==> src/rtl/sipo_pkg.sv <==
package sipo_pkg;
   typedef enum logic {
      SHIFT_FWD = 1'b0,
      SHIFT_REV = 1'b1
   } shift_dir_e;

   localparam int MIN_CHANNELS    = 2;
   localparam int MIN_SYNC_STAGES = 2;
endpackage

==> src/rtl/sipo_strobe_gen.sv <==
module sipo_strobe_gen #(
   parameter int SYNC_STAGES = 2
) (
   input  logic clk,
   input  logic rst,
   input  logic sclk_in,
   input  logic sdata_in,
   output logic strobe,
   output logic sdata_al
);
   localparam int TOP = SYNC_STAGES - 1;

   logic [TOP:0] ck_pipe;
   logic [TOP:0] dt_pipe;
   logic         ck_prev;

   always_ff @(posedge clk) begin
      if (rst) begin
         ck_pipe <= '0;
         dt_pipe <= '0;
         ck_prev <= 1'b0;
      end else begin
         ck_pipe <= {ck_pipe[TOP-1:0], sclk_in};
         dt_pipe <= {dt_pipe[TOP-1:0], sdata_in};
         ck_prev <= ck_pipe[TOP];
      end
   end

   assign strobe   = ck_pipe[TOP] & ~ck_prev;
   assign sdata_al = dt_pipe[TOP];
endmodule

==> src/rtl/sipo_shift_chain.sv <==
module sipo_shift_chain
   import sipo_pkg::*;
#(
   parameter int CHANNELS = 32
) (
   input  logic                clk,
   input  logic                rst,
   input  logic                strobe,
   input  logic                din,
   input  logic                dir_rev,
   output logic [CHANNELS-1:0] chain_q,
   output logic                cascade
);
   localparam int LAST = CHANNELS - 1;

   shift_dir_e dir;
   assign dir = shift_dir_e'(dir_rev);

   for (genvar g = 0; g < CHANNELS; g++) begin : g_stage
      logic fwd_src;
      logic rev_src;
      if (g == 0) begin : g_fwd_head
         assign fwd_src = din;
      end else begin : g_fwd_mid
         assign fwd_src = chain_q[g-1];
      end
      if (g == LAST) begin : g_rev_head
         assign rev_src = din;
      end else begin : g_rev_mid
         assign rev_src = chain_q[g+1];
      end
      always_ff @(posedge clk) begin
         if (rst)
            chain_q[g] <= 1'b0;
         else if (strobe)
            chain_q[g] <= (dir == SHIFT_REV) ? rev_src : fwd_src;
      end
   end

   assign cascade = (dir == SHIFT_REV) ? chain_q[0] : chain_q[LAST];
endmodule

==> src/rtl/sipo_latch_bank.sv <==
module sipo_latch_bank #(
   parameter int CHANNELS = 32
) (
   input  logic                clk,
   input  logic                rst,
   input  logic                load,
   input  logic [CHANNELS-1:0] d,
   output logic [CHANNELS-1:0] q
);
   always_ff @(posedge clk) begin
      if (rst)
         q <= '0;
      else if (load)
         q <= d;
   end
endmodule

==> src/rtl/sipo_column_driver.sv <==
module sipo_column_driver
   import sipo_pkg::*;
#(
   parameter int CHANNELS    = 32,
   parameter int SYNC_STAGES = 2
) (
   input  logic                clk,
   input  logic                rst,
   input  logic                sclk_in,
   input  logic                sdata_in,
   input  logic                latch_en,
   input  logic                out_en,
   input  logic                dir_rev,
   output logic [CHANNELS-1:0] chan_out,
   output logic                cascade_out
);
   if (CHANNELS < MIN_CHANNELS) begin : g_bad_channels
      $error("sipo_column_driver: CHANNELS below minimum");
   end
   if (SYNC_STAGES < MIN_SYNC_STAGES) begin : g_bad_sync
      $error("sipo_column_driver: SYNC_STAGES below minimum");
   end

   logic                strobe;
   logic                sdata_al;
   logic [CHANNELS-1:0] chain_q;
   logic [CHANNELS-1:0] lat_q;

   sipo_strobe_gen #(.SYNC_STAGES(SYNC_STAGES)) u_strobe (
      .clk      (clk),
      .rst      (rst),
      .sclk_in  (sclk_in),
      .sdata_in (sdata_in),
      .strobe   (strobe),
      .sdata_al (sdata_al)
   );

   sipo_shift_chain #(.CHANNELS(CHANNELS)) u_chain (
      .clk     (clk),
      .rst     (rst),
      .strobe  (strobe),
      .din     (sdata_al),
      .dir_rev (dir_rev),
      .chain_q (chain_q),
      .cascade (cascade_out)
   );

   sipo_latch_bank #(.CHANNELS(CHANNELS)) u_latch (
      .clk  (clk),
      .rst  (rst),
      .load (latch_en),
      .d    (chain_q),
      .q    (lat_q)
   );

   assign chan_out = out_en ? lat_q : '0;
endmodule

==> config.mk <==
export PLATFORM = sky130hd
export DESIGN_NAME = sipo_column_driver
export DESIGN_NICKNAME = d
export VERILOG_FILES = /design/src/rtl/sipo_pkg.sv /design/src/rtl/sipo_strobe_gen.sv /design/src/rtl/sipo_shift_chain.sv /design/src/rtl/sipo_latch_bank.sv /design/src/rtl/sipo_column_driver.sv
export SDC_FILE = /design/constraint.sdc
export NUM_CORES = 1
export LEC_CHECK = 0
export ABC_CLOCK_PERIOD_IN_PS = 2270
export BUFFER_PORTS_ARGS = -buffer_cell sky130_fd_sc_hd__buf_2
export CORE_MARGIN = 2
export CORE_UTILIZATION = 40
export DETAILED_ROUTE_END_ITERATION = 16
export PLACE_DENSITY = 0.69
export SETUP_SLACK_MARGIN = 0.3
export SKIP_LAST_GASP = 1
export SLEW_MARGIN = 5
export SYNTH_ARGS = -nofsm -noshare
export SYNTH_HDL_FRONTEND = slang
export SYNTH_SLANG_ARGS = --single-unit
==> constraint.sdc <==
create_clock -name clk -period 2.27 [get_ports clk]
set_input_delay 0.227 -clock clk [delete_from_list [all_inputs] [get_ports clk]]
set_output_delay 0.227 -clock clk [all_outputs]
set_load 0.05 [all_outputs]
=== Word-level counts from Yosys, hierarchy flattened ===
Index checks and enable logic that the tools add are counted.

* Output and inout port bits: 33
* Input port bits: 7
* Register bits after elaboration: 69

* Bitwise operators: 2
* Multiplexer cells: 34

{| class="wikitable"
|+ Operators with widths
! operator !! number
|-
| 1-bit two-way mux || 33
|-
| 32-bit two-way mux || 1
|-
| 1-bit AND || 1
|-
| 1-bit inverter || 1
|}

=== Logic depth before layout (Yosys ltp) ===
* Word-level depth: 2
* Gate-level depth with buffers: 5

=== Cells and area by module ===
Synthesis repeated with hierarchy kept, for this count alone.

* Cells, all modules: 324
* Area total of the unflattened synthesis: 3243.1 um^2

{| class="wikitable"
|+ By module, submodules not included
! module !! cells each !! instances !! area each (um^2)
|-
| sipo_shift_chain || 175 || 1 || 1686.6
|-
| sipo_latch_bank || 103 || 1 || 1163.6
|-
| sipo_column_driver || 35 || 1 || 255.2
|-
| sipo_strobe_gen || 11 || 1 || 137.6
|}

=== Worst setup path before layout ===
Ideal clock, no wire load.

* Path type: input -> output
* From: input dir_rev
* To: output cascade_out
* Stages: 3
* Buffers on the path: 2
* Arrival time: 944 ps
* Path slack: 1099 ps
* Cell sequence: buf_6 -> buf_12 -> mux2_2

* Longest elaborated chain between the ends: 1

{| class="wikitable"
|+ Ends and longest elaborated chain
! element !! line !! RTL
|-
| start, declared || sipo_column_driver.sv:13 || <nowiki>input logic dir_rev,</nowiki>
|-
| 1-bit two-way mux || sipo_shift_chain.sv:40 || <nowiki>assign cascade = (dir == SHIFT_REV) ? chain_q[0] : chain_q[LAST];</nowiki>
|-
| end, declared || sipo_column_driver.sv:15 || <nowiki>output logic cascade_out</nowiki>
|}

Every way passes these cells.

=== Worst setup path after layout ===
* From: register u_chain.chain_q[31] (netlist: u_chain.g_stage[30].rev_src)
* To: output cascade_out

* Longest elaborated chain between the ends: 1

{| class="wikitable"
|+ Ends and longest elaborated chain
! element !! line !! RTL
|-
| start, declared || sipo_shift_chain.sv:11 || <nowiki>output logic [CHANNELS-1:0] chain_q,</nowiki>
|-
| start signal, assigned by index || sipo_shift_chain.sv:36 || <nowiki>chain_q[g] <= (dir == SHIFT_REV) ? rev_src : fwd_src;</nowiki>
|-
| 1-bit two-way mux || sipo_shift_chain.sv:40 ||
|}

Every way passes these cells.

==> metrics.csv <==
stage;metric;value;unit
outcome;status;complete, no violations;
timing;max frequency;713;MHz
power_and_ir_drop;maximum vdd ir drop;0.457;mV
clock_network;Worst-path clk slew;0.07;ns
global_routing;antenna violations before repair;0;
route;Vias;2038;
hold_path;Worst Hold Class;in2reg;
power_and_ir_drop;Comb pwr share;0.097;
power_and_ir_drop;Leakage Power;1.51;nW
clock_network;CTS max path bufs;2;
global_routing;Overflow after GRT;0;
synthesis;Area contributors post-synth;dfxtp_1 44%, mux2i_1 21%, a211oi_2 12%, nor2_1 7.7%, and2_1 6.4%;
route;DRT iter0 DRCs;113;
setup_path;CP Cell Sequence;mux2_2 -> buf_2;
cells_and_area;filler cell count;736;
power_and_ir_drop;Sw Ratio;0.243;
timing;unrepaired setup endpoints after global routing;no;
route;Pre-Repair DR Iteration Count;4;
power_and_ir_drop;P_sw;0.642;mW
clock_network;number of post-CTS setup repair buffers;0;
run;Max Cap Viol;0;
timing;measured slew at the worst slew-check pin;0.513;ns
timing;crit share post-route;0.618;
clock_network;clk_lat worst skew;0.34;ns
power_and_ir_drop;Clock Power Share;0.413;
setup_path;Worst path slowest cell;dfxtp_1;
timing;Final TNS setup;0;ns
placed_design;Port Buffers;39;
synthesis;Synth area leader;dfxtp_1;
cells_and_area;layout cell share with drive strength beyond 1;0.278;
setup_path;CP top delay family;flip-flops;
cells_and_area;Final #Nets;329;
timing;clk_skew;0.00973;ns
setup_path;crit path max fanout;4;
floorplanning;Starting Density;0.408;
synthesis;Synth top area share;0.443;
synthesis;flops & latches, synth;69;
clock_network;CTS hold repair buffers;0;
power_and_ir_drop;cell-internal power;2.01;mW
clock_network;Num CTS Buffers;9;
route;WL/cell;11.8;um
setup_path;Worst EP arrival;1.18;ns
setup_path;max incr delay on CP;0.35;ns
clock_network;CTS resizes;0;
clock_network;CTS tree;built;
global_routing;first-pass GRT wire length;8590;um
timing;setup violators final;0;
setup_path;critical path class;reg2out;
route;# DRC;0;
power_and_ir_drop;Overall Power;2.65;mW
synthesis;Mean Syn Cell Area;10.6;um^2
global_routing;GRT Total Usage;0.127;
clock_network;CTS Sinks;69;
setup_path;CP Capture Type;output pin;
floorplanning;Die ar.;8520;um^2
placed_design;DP Cell Count;413;
floorplanning;Rows;32;
power_and_ir_drop;P per Cell Area;752;nW/um^2
clock_network;CTS H-Tree Depth;3;
synthesis;sequential share of the synthesized area;0.443;
cells_and_area;n_diodes;0;
timing;Relative slew margins;0.658;
cells_and_area;area grow syn2layout;13.0;%
timing;Max Slew Vio Count;0;
synthesis;syn_nets;301;
timing;Final Critical Period;1.40;ns
cells_and_area;final std cells w/o fill;429;
route;DR vias/cell;4.75;
setup_path;CP required;2.04;ns
cells_and_area;post-layout instance area;3520;um^2
floorplanning;number of I/O pins;40;
synthesis;Distinct cells, synth;14;
floorplanning;Die X;92.3;um
setup_path;critical path launch point type;flip-flop;
route;post-route antenna net violation count;0;
placed_design;placed cell areas;3300;um^2
floorplanning;die height;92.3;um
global_routing;vias in the first global route;1839;
setup_path;crit path buf inv count;1;
placed_design;Post-DP HPWL;3200;um
synthesis;post-synthesis cell area;3120;um^2
timing;final hold vios;0;
clock_network;Root Buffer;clkbuf_8;
synthesis;yosys warns;0;
route;final wirelength;5060;um
placed_design;routability congestion estimate;0.675;
floorplanning;core region area;7650;um^2
power_and_ir_drop;Sequential Power Share;0.490;
synthesis;Mapped Cells;294;
global_routing;largest net degree at the start of global routing;70;
==> routing by layer <==
| layer | wire length (um) | GRT usage | share of wire |
|---|---|---|---|
| met5 | 0 | 0 | 0 |
| met4 | 68 | 0.0410 | 0.013 |
| met3 | 238 | 0.0578 | 0.047 |
| met2 | 2350 | 0.208 | 0.46 |
| met1 | 2400 | 0.147 | 0.47 |
==> cell usage in the layout, fill, tap and decap left out <==
cell        count
a211oi_2       30
buf_12          3
buf_4           1
buf_2          39
bufinv_16       2
mux2_2          1
a211oi_1        2
clkinvlp_4      1
mux2i_1        64
clkinv_4        1
and2_1         32
nor2b_4         1
nor2b_1         5
nor2_1         64
dfxtp_1        69
clkinv_2        2
clkbuf_8       10
==> final timing paths <==
kind | start | to | slack [ns] | cells after the start
worst max register to register | u_strobe.ck_pipe[1]$_SDFF_PP0_ | u_chain.g_stage[1].fwd_src$_SDFFE_PP0P_ | 1.09 | 4
worst min register to register | u_strobe.ck_pipe[0]$_SDFF_PP0_ | u_strobe.ck_pipe[1]$_SDFF_PP0_ | 0.44 | 1
worst max-delay path | u_chain.g_stage[30].rev_src$_SDFFE_PP0P_ | cascade_out | 0.87 | 2
worst min-delay path | sclk_in | u_strobe.ck_pipe[0]$_SDFF_PP0_ | 0.1 | 2
==> state kept, by name, summed over array words and instances (netlist names) <==
name and flops:
u_chain.g_stage.fwd_src 3, u_chain.g_stage.rev_src 29, u_latch.q 32, u_strobe.ck_pipe 2, u_strobe.ck_prev 1, u_strobe.dt_pipe 2
==> cell usage after synthesis <==
master,n
nor2b_2,1
buf_12,3
buf_2,7
buf_6,5
mux2i_1,64
clkbuf_1,5
a211oi_2,30
nor2b_1,5
mux2_2,1
a211oi_1,2
buf_4,6
and2_1,32
nor2_1,64
dfxtp_1,69
==> per-stage QoR <==
step	setup WS, ns	hold WS, ns	util
2_1_floorplan	1.10	0.355	-
3_3_place_gp	0.853	0.418	0.431
3_5_place_dp	0.828	0.428	0.431
4_1_cts	0.837	0.0867	0.461
5_1_grt	0.808	0.0863	0.461
6_report	0.868	0.0989	0.461
==> final cells by class <==
class	instances	area (um^2)	area share
clock buffer	10	138	0.0391
clock inverter	6	86.3	0.0245
multi-input combinational	199	1530	0.434
sequential	69	1380	0.392
tap	102	128	0.0362
timing repair buffer	43	263	0.0746
==> kinds of logic (layout without fill, tap and decap cells) <==
logic type / count (synthesis) / count (layout) / share of synthesized area
AND/OR/NAND/NOR: 102 / 102 / 0.154
multiplexers: 65 / 65 / 0.209
AO/OA/AOI/OAI: 32 / 32 / 0.125
flip-flops: 69 / 69 / 0.443
buffers and inverters: 26 / 59 / 0.0690
==> power groups by stage <==
stage	clock network (mW)	logic, mW	registers [mW]
5_1_grt	1.19	0.283	1.30
6_report	1.09	0.258	1.30
4_1_cts	1.13	0.262	1.30
2_1_floorplan	0	0.242	1.31
3_3_place_gp	0	0.256	1.32
3_5_place_dp	0	0.261	1.32
(Power assumes the default switching activity.)
